<file path="config.mk">
export PLATFORM = sky130hd
export DESIGN_NAME = amp_regctl
export DESIGN_NICKNAME = d
export VERILOG_FILES = /design/src/rtl/amp_regctl_pkg.sv /design/src/rtl/amp_sync.sv /design/src/rtl/amp_edge_flag.sv /design/src/rtl/amp_cal_ctl.sv /design/src/rtl/amp_regctl.sv
export SDC_FILE = /design/constraint.sdc
export NUM_CORES = 1
export LEC_CHECK = 0
export CAP_MARGIN = 30
export CORE_ASPECT_RATIO = 0.7
export CORE_MARGIN = 2
export CORE_UTILIZATION = 32
export DETAILED_ROUTE_END_ITERATION = 6
export PLACE_DENSITY = 0.81
export SETUP_SLACK_MARGIN = 0.05
export SYNTH_ARGS = -nofsm -noshare
export SYNTH_HDL_FRONTEND = slang
export SYNTH_SLANG_ARGS = --single-unit
</file>
<file path="constraint.sdc">
create_clock -name clk -period 1.7 [get_ports clk]
set_input_delay 0.425 -clock clk [delete_from_list [all_inputs] [get_ports clk]]
set_output_delay 0.425 -clock clk [all_outputs]
set_load 0.005 [all_outputs]
</file>
<file path="src/rtl/amp_regctl_pkg.sv">
package amp_regctl_pkg;
  localparam int DATA_W = 32;
  localparam int SEL_LSB = 2;

  typedef enum logic [1:0] {
    REG_CTRL  = 2'd0,
    REG_STAT  = 2'd1,
    REG_CCTL  = 2'd2,
    REG_CSTAT = 2'd3
  } reg_sel_e;

  localparam int CTRL_AEN   = 0;
  localparam int CTRL_BEN   = 4;
  localparam int CTRL_IEN   = 8;
  localparam int STAT_LVL   = 0;
  localparam int STAT_FLAG  = 4;
  localparam int CCTL_TRIG  = 0;
  localparam int CCTL_REF   = 16;
  localparam int CSTAT_DONE = 0;
  localparam int CSTAT_NF   = 1;
  localparam int CSTAT_PF   = 2;
endpackage

</file>
<file path="src/rtl/amp_sync.sv">
module amp_sync #(
  parameter int STAGES = 2
) (
  input  logic clk,
  input  logic rst,
  input  logic d,
  output logic q
);
  logic [STAGES-1:0] shreg;

  always_ff @(posedge clk) begin
    if (rst) shreg <= '0;
    else     shreg <= {shreg[STAGES-2:0], d};
  end

  assign q = shreg[STAGES-1];
endmodule

</file>
<file path="src/rtl/amp_edge_flag.sv">
module amp_edge_flag (
  input  logic clk,
  input  logic rst,
  input  logic sig,
  input  logic enable,
  input  logic clr,
  output logic level,
  output logic flag
);
  logic prev_q;
  logic flag_q;
  logic edge_hit;

  // prev tracks the raw synchronized value even while gated, so enabling
  // the buffer never compares against a stale level
  assign edge_hit = enable & (sig ^ prev_q);

  always_ff @(posedge clk) begin
    if (rst) begin
      prev_q <= 1'b0;
      flag_q <= 1'b0;
    end else begin
      prev_q <= sig;
      flag_q <= edge_hit | (flag_q & ~clr);
    end
  end

  assign level = enable & sig;
  assign flag  = flag_q;
endmodule

</file>
<file path="src/rtl/amp_cal_ctl.sv">
module amp_cal_ctl (
  input  logic clk,
  input  logic rst,
  input  logic req,
  input  logic amp_en,
  input  logic eng_done,
  input  logic eng_fail_n,
  input  logic eng_fail_p,
  output logic busy,
  output logic start,
  output logic done,
  output logic res_n,
  output logic res_p
);
  always_ff @(posedge clk) begin
    if (rst) begin
      busy  <= 1'b0;
      start <= 1'b0;
      done  <= 1'b1;
      res_n <= 1'b0;
      res_p <= 1'b0;
    end else begin
      start <= 1'b0;
      if (busy && eng_done) begin
        busy  <= 1'b0;
        done  <= 1'b1;
        res_n <= eng_fail_n;
        res_p <= eng_fail_p;
      end else if (req && amp_en && !busy) begin
        busy  <= 1'b1;
        start <= 1'b1;
        done  <= 1'b0;
      end
    end
  end
endmodule

</file>
<file path="src/rtl/amp_regctl.sv">
module amp_regctl
  import amp_regctl_pkg::*;
#(
  parameter int ADDR_W      = 4,
  parameter int SYNC_STAGES = 2
) (
  input  logic              clk,
  input  logic              rst,
  input  logic              psel,
  input  logic              penable,
  input  logic              pwrite,
  input  logic [ADDR_W-1:0] paddr,
  input  logic [DATA_W-1:0] pwdata,
  output logic [DATA_W-1:0] prdata,
  input  logic              amp_dout_i,
  output logic              amp_en_o,
  output logic              buf_en_o,
  output logic              cal_start_o,
  output logic              cal_ref_sel_o,
  input  logic              cal_done_i,
  input  logic              cal_fail_n_i,
  input  logic              cal_fail_p_i,
  output logic              irq_o
);
  logic     wr_en, rd_cap;
  reg_sel_e sel;
  logic     amp_en_q, buf_en_q, irq_en_q, ref_q;
  logic     sync_w, level_w, flag_w;
  logic     cal_busy_w, cal_done_w, res_n_w, res_p_w;
  logic     irq_q;
  logic [DATA_W-1:0] rd_word, prdata_q;
  logic     unused_bits;

  assign wr_en  = psel & penable & pwrite;
  assign rd_cap = psel & ~penable & ~pwrite;
  assign sel    = reg_sel_e'(paddr[SEL_LSB +: 2]);
  assign unused_bits = ^{paddr, pwdata};

  always_ff @(posedge clk) begin
    if (rst) begin
      amp_en_q <= 1'b0;
      buf_en_q <= 1'b0;
      irq_en_q <= 1'b0;
      ref_q    <= 1'b0;
    end else if (wr_en) begin
      if (sel == REG_CTRL) begin
        amp_en_q <= pwdata[CTRL_AEN];
        buf_en_q <= pwdata[CTRL_BEN];
        irq_en_q <= pwdata[CTRL_IEN];
      end
      if (sel == REG_CCTL) ref_q <= pwdata[CCTL_REF];
    end
  end

  amp_sync #(.STAGES(SYNC_STAGES)) u_sync (
    .clk (clk),
    .rst (rst),
    .d   (amp_dout_i),
    .q   (sync_w)
  );

  amp_edge_flag u_flag (
    .clk    (clk),
    .rst    (rst),
    .sig    (sync_w),
    .enable (buf_en_q),
    .clr    (wr_en && sel == REG_STAT && pwdata[STAT_FLAG]),
    .level  (level_w),
    .flag   (flag_w)
  );

  amp_cal_ctl u_cal (
    .clk        (clk),
    .rst        (rst),
    .req        (wr_en && sel == REG_CCTL && pwdata[CCTL_TRIG]),
    .amp_en     (amp_en_q),
    .eng_done   (cal_done_i),
    .eng_fail_n (cal_fail_n_i),
    .eng_fail_p (cal_fail_p_i),
    .busy       (cal_busy_w),
    .start      (cal_start_o),
    .done       (cal_done_w),
    .res_n      (res_n_w),
    .res_p      (res_p_w)
  );

  always_comb begin
    rd_word = '0;
    case (sel)
      REG_CTRL: begin
        rd_word[CTRL_AEN] = amp_en_q;
        rd_word[CTRL_BEN] = buf_en_q;
        rd_word[CTRL_IEN] = irq_en_q;
      end
      REG_STAT: begin
        rd_word[STAT_LVL]  = level_w;
        rd_word[STAT_FLAG] = flag_w;
      end
      REG_CCTL: begin
        rd_word[CCTL_TRIG] = cal_busy_w;
        rd_word[CCTL_REF]  = ref_q;
      end
      default: begin
        rd_word[CSTAT_DONE] = cal_done_w;
        rd_word[CSTAT_NF]   = res_n_w;
        rd_word[CSTAT_PF]   = res_p_w;
      end
    endcase
  end

  always_ff @(posedge clk) begin
    if (rst) begin
      prdata_q <= '0;
      irq_q    <= 1'b0;
    end else begin
      if (rd_cap) prdata_q <= rd_word;
      irq_q <= flag_w & irq_en_q;
    end
  end

  assign prdata        = prdata_q;
  assign irq_o         = irq_q;
  assign amp_en_o      = amp_en_q;
  assign buf_en_o      = buf_en_q;
  assign cal_ref_sel_o = ref_q;
endmodule

</file>
# ---- After elaboration in Yosys (flattened, before gate mapping)
# Cells that the tools add are included.
dict set report totals {
  register_bits 20
  latch_bits 0
  ram_bits 0
  romBits 0
  inputBits 45
  output_inout_bits 37
  word_cells 48
  n_memories 0
}
dict set report op_classes {
  n_addsub 0
  mul 0
  n_div 0
  magnitude_cmp 0
  n_eq_ne 2
  shifts 0
  muxes 6
  n_bitwise 13
  n_reduce_logical 13
}
# op count
set ops {}
lappend ops {{AND 1 bit} 8}
lappend ops {{logical AND 1 bit} 7}
lappend ops {{AND reduction 2 bit} 2}
lappend ops {{2-to-1 mux 1 bit} 3}
lappend ops {{NOT 1 bit} 3}
lappend ops {{case mux 1 bit (3 select lines)} 1}
lappend ops {{OR reduction 3 bit} 1}
lappend ops {{equality test 2 x 1 -> 1 bit (second input constant)} 1}
lappend ops {{equality test 2 bit (second input constant)} 1}
lappend ops {{zero test 2 bit} 1}
lappend ops {{2-to-1 mux 2 bit} 1}
lappend ops {{case mux 1 bit (2 select lines)} 1}
lappend ops {{OR reduction 2 bit} 1}
lappend ops {{zero test 1 bit} 1}
lappend ops {{OR 1 bit} 1}
lappend ops {{XOR 1 bit} 1}

# ---- Logic depth before layout (Yosys ltp)
dict set report depth {
  ltp_word 7
  depth_mapped 4
  ltp_nobuf 3
}

# ---- Modules after synthesis
# From an unflattened synthesis, not the netlist that was laid out.
dict set report hier_totals {
  cells_unflattened 117
  area_unflattened_um2 1009.7
}
# mod instances cells_each area_each_um2 seq_area_each_um2
set modules_own_cells {}
lappend modules_own_cells {amp_regctl 1 87 693.2 220.2}
lappend modules_own_cells {amp_cal_ctl 1 18 183.9 100.1}
lappend modules_own_cells {amp_edge_flag 1 8 80.1 40.0}
lappend modules_own_cells {amp_sync 1 4 52.6 40.0}

# ---- Worst setup path before layout
# OpenSTA, ideal clock, no wires.
dict set report synth_timing {
  kind {in2reg}
  from {input port pwrite}
  to {register prdata_q[4] (netlist: prdata[4])}
  setup_ns 0.067
  t_arrival_ns 1.402
  required_time_ns 1.633
  path_slack_ns 0.230
  cell_stages 4
  path_buffers 1
  cell_sequence {or3b_1 -> clkbuf_2 -> or3_1 -> a21oi_2}
}
dict set report synth_between {
  elab_chain_len 2
}
# item line
set synth_rtl {}
lappend synth_rtl {{start, declared} amp_regctl.sv:11} ;# input logic pwrite,
lappend synth_rtl {{NOT 1 bit} amp_regctl.sv:35} ;# assign rd_cap = psel & ~penable & ~pwrite;
lappend synth_rtl {{AND 1 bit} amp_regctl.sv:35}
lappend synth_rtl {{end signal, assigned} amp_regctl.sv:116} ;# if (rd_cap) prdata_q <= rd_word;
lappend synth_rtl {{end, declared} amp_regctl.sv:31} ;# logic [DATA_W-1:0] rd_word, prdata_q;
# No other way between the ends.
# A chain may end at the register's enable or synchronous reset.

# ---- Worst setup path in the final report
dict set report layout_timing {
  from {register amp_en_q (netlist: amp_en_o)}
  to {output port amp_en_o}
}
# item line
set layout_lines {}
lappend layout_lines {{start, declared} amp_regctl.sv:27} ;# logic amp_en_q, buf_en_q, irq_en_q, ref_q;
lappend layout_lines {{start signal, assigned} amp_regctl.sv:47} ;# amp_en_q <= pwdata[CTRL_AEN];
lappend layout_lines {{end, declared} amp_regctl.sv:16} ;# output logic amp_en_o,
# No word-level cell between the ends.

==> flow_summary.toml <==
[sta]
rsz0062_at_grt = "false"
slew_violations = 0
fin_hold_ws_ns = 0.4393
skew_ns = 0.004846
fmax_mhz = 625.4
setup_viol = 0
min_period_over_period = 0.9405
setup_tns_ns = 0
finalCriticalPeriod_ns = 1.599
final_hold_viol_count = 0

[worst_setup_path]
criticalPathCategory = "reg2out"
cp_data_required_time_ns = 1.27
startpoint_type = "flip-flop"
path_cells = "clkdlybuf4s50_1"
crit_fanout = 4
crit_slowest_cell = "clkdlybuf4s50_1"
critPathMaxStageDelay_ns = 0.53
r2r_start = "u_sync.shreg[1]"
cp.arrival_ns = 1.17
worst-path-buf-inv = 1
ff2ff_path_depth = 3
r2r_setup_slack_ns = 0.50
r2r-end = "prdata[0]"
path_delay_family = "buffers and inverters"
cp-end-kind = "primary output"
critical_path_depth = 1

[floorplanning]
coreArea_um2 = 2883
die_y_um = 50.62
pin_count = 82
dieArea_um2 = 3573
initial_utilization = 0.3446
rows = 16
die_w_um = 70.60

[clock_network]
cts_tree = "done"
clkLatencyLatePin_ns = 0.25
path_clk_slew_ns = 0.07
cts.sinks = 20
cts_made_buffers = 3
htreeDepth = 1
clockRootBuffer = "clkbuf_8"
cts_hold_buf = 0
clockBufferDepth = 2

[placed_design]
dpl.hpwl_um = 1602
portBuffers = 25
gp_congestion = 0.8002

[global_route]
antenna_found_initial = 0
overflow = 0
grtUsageMet1 = 0.1578
grt_first_pass_wirelength_um = 3394
grt_usage = 0.1210
grt.met2_usage = 0.1887
grt_max_degree = 22
top_usage_layer = "met2"
first_global_vias = 768
met3_usage = 0.04819

[power_and_ir_drop]
p_per_area_nw_per_um2 = 676.5
combPwrFrac = 0.125
switching_share = 0.2247
internal_power_uw = 689.7
power.share.clock = 0.340
peakVddDrop_v = 0.0003303
p_leak_uw = 0.0005332
switchingPower_uw = 199.9
pwr-share-seq = 0.535

[job]
drv_cap = 0

[synthesis]
synth_largest_area_cell = "dfxtp_1"
synth_top_family_by_area = "buffers and inverters"
yosys_most_used_dff = "dfxtp_1"
synth_compound_area_frac = 0.1285
synth_top_area_share = 0.4030
postSynthCellCount = 115
muxShareOfSynthArea = 0.03275
postSynthAreaPerCell_um2 = 8.639
yosys-top-cells-count = "buf_4, dfxtp_1, a21oi_1, nand2_1, nand3_1"
ys.warnings.count = 0
synth-simple-area-share = 0.2065
yosys.area_share.adder = 0
synth.distinct_cells = 30
async_flop_share = 0
yosysMostFrequentCell = "buf_4"
synth_edf_count = 0
yosysSeqAreaShare = 0.4030
synthTopCellsByArea = "dfxtp_1, buf_4, a21oi_1, nand3_1, nand2_1"
ys_ff_latch = 20
syn_area_um2 = 993.5
synth_xor_area_frac = 0.008816

[drt]
viasPerCell = 4.314
vias = 798
dr.pass1.iters = 4
drt-total-wl_um = 2031
ant_nets = 0
drcViolationCount = 0
drtIter0Drc = 47
wl_per_cell_um = 10.98

[min_path]
min_to = "u_sync.shreg[1]"
min-delay-start = "u_sync.shreg[0]"
min_path_type = "reg2reg"
whs_path_depth = 1

[status]
status = "complete, no violations"

[finish]
finish.utilization = 0.4562
final_nets = 196
largest_register_ffs = 6
num-fill-cells = 322
diodes = 0
syn_to_final_growth_pct = 32.37
drive_above_1_share = 0.1477
==> cell families after synthesis <==
group / count (synthesis)
flip-flops: 20
buffers and inverters: 31
multiplexers: 2
AND/OR/NAND/NOR: 39
XOR/XNOR: 1
other: 1
AO/OA/AOI/OAI: 21
==> placed cells by master, fill, tap and decap left out, drive strengths merged, types with 2 or more instances in the layout <==
cell	n
a21oi	12
or3b	2
conb	26
buf	12
clkbuf	3
nand4	3
dfxtp	20
nand2	11
o21ai	3
nor3b	2
nand3	9
nor2	3
o31ai	2
clkdlybuf4s50	24
nor2b	4
==> what timing repair did <==
item | CTS | global route
setup buffers | 0 | 0
gates resized for setup | 0 | 2
setup endpoints to repair | 0 | 3
hold endpoints to repair | 0 | 0
==> metrics by stage <==
stage	instance area [um^2]	cells	total power [uW]	setup WS, ns
4_1_cts	1311	185	898.8	0.05982
3_3_place_gp	1270	182	595.0	-0.1518
6_report	1315	185	889.6	0.1011
2_1_floorplan	1087	140	571.1	0.2305
3_5_place_dp	1270	182	596.4	-0.1659
5_1_grt	1315	185	934.0	0.07604
==> how the worst max path moves through the flow <==
stage	start	endpoint	slack (ns)
global route	amp_en_o	amp_en_o	0.08
floorplan	pwrite	prdata[4]	0.23
detailed placement	psel	prdata[4]	-0.17
finish	amp_en_o	amp_en_o	0.10
CTS	buf_en_o	buf_en_o	0.06
global placement	paddr[2]	prdata[0]	-0.15
==> power by group through the flow <==
stage               registers [uW]  clock network (uW)  logic (uW)
floorplan                      486                   0        85.2
global placement               486                   0         109
detailed placement             487                   0         110
CTS                            476                 313         110
global route                   476                 335         123
finish                         476                 303         111
==> cell type report <==
type | count | area [um^2] | area share
clock buffer | 3 | 41.29 | 0.03140
multi-input combinational | 89 | 471.7 | 0.3587
sequential | 20 | 401.6 | 0.3054
tap | 36 | 45.04 | 0.03425
timing repair buffer | 37 | 355.3 | 0.2702
==> routing by layer <==
layer,vias up,wire length [um]
met3,4,166
met4,0,32
met1,360,894
li1,407,-
met5,-,0
met2,27,938
Power figures use the tool's default switching activity.
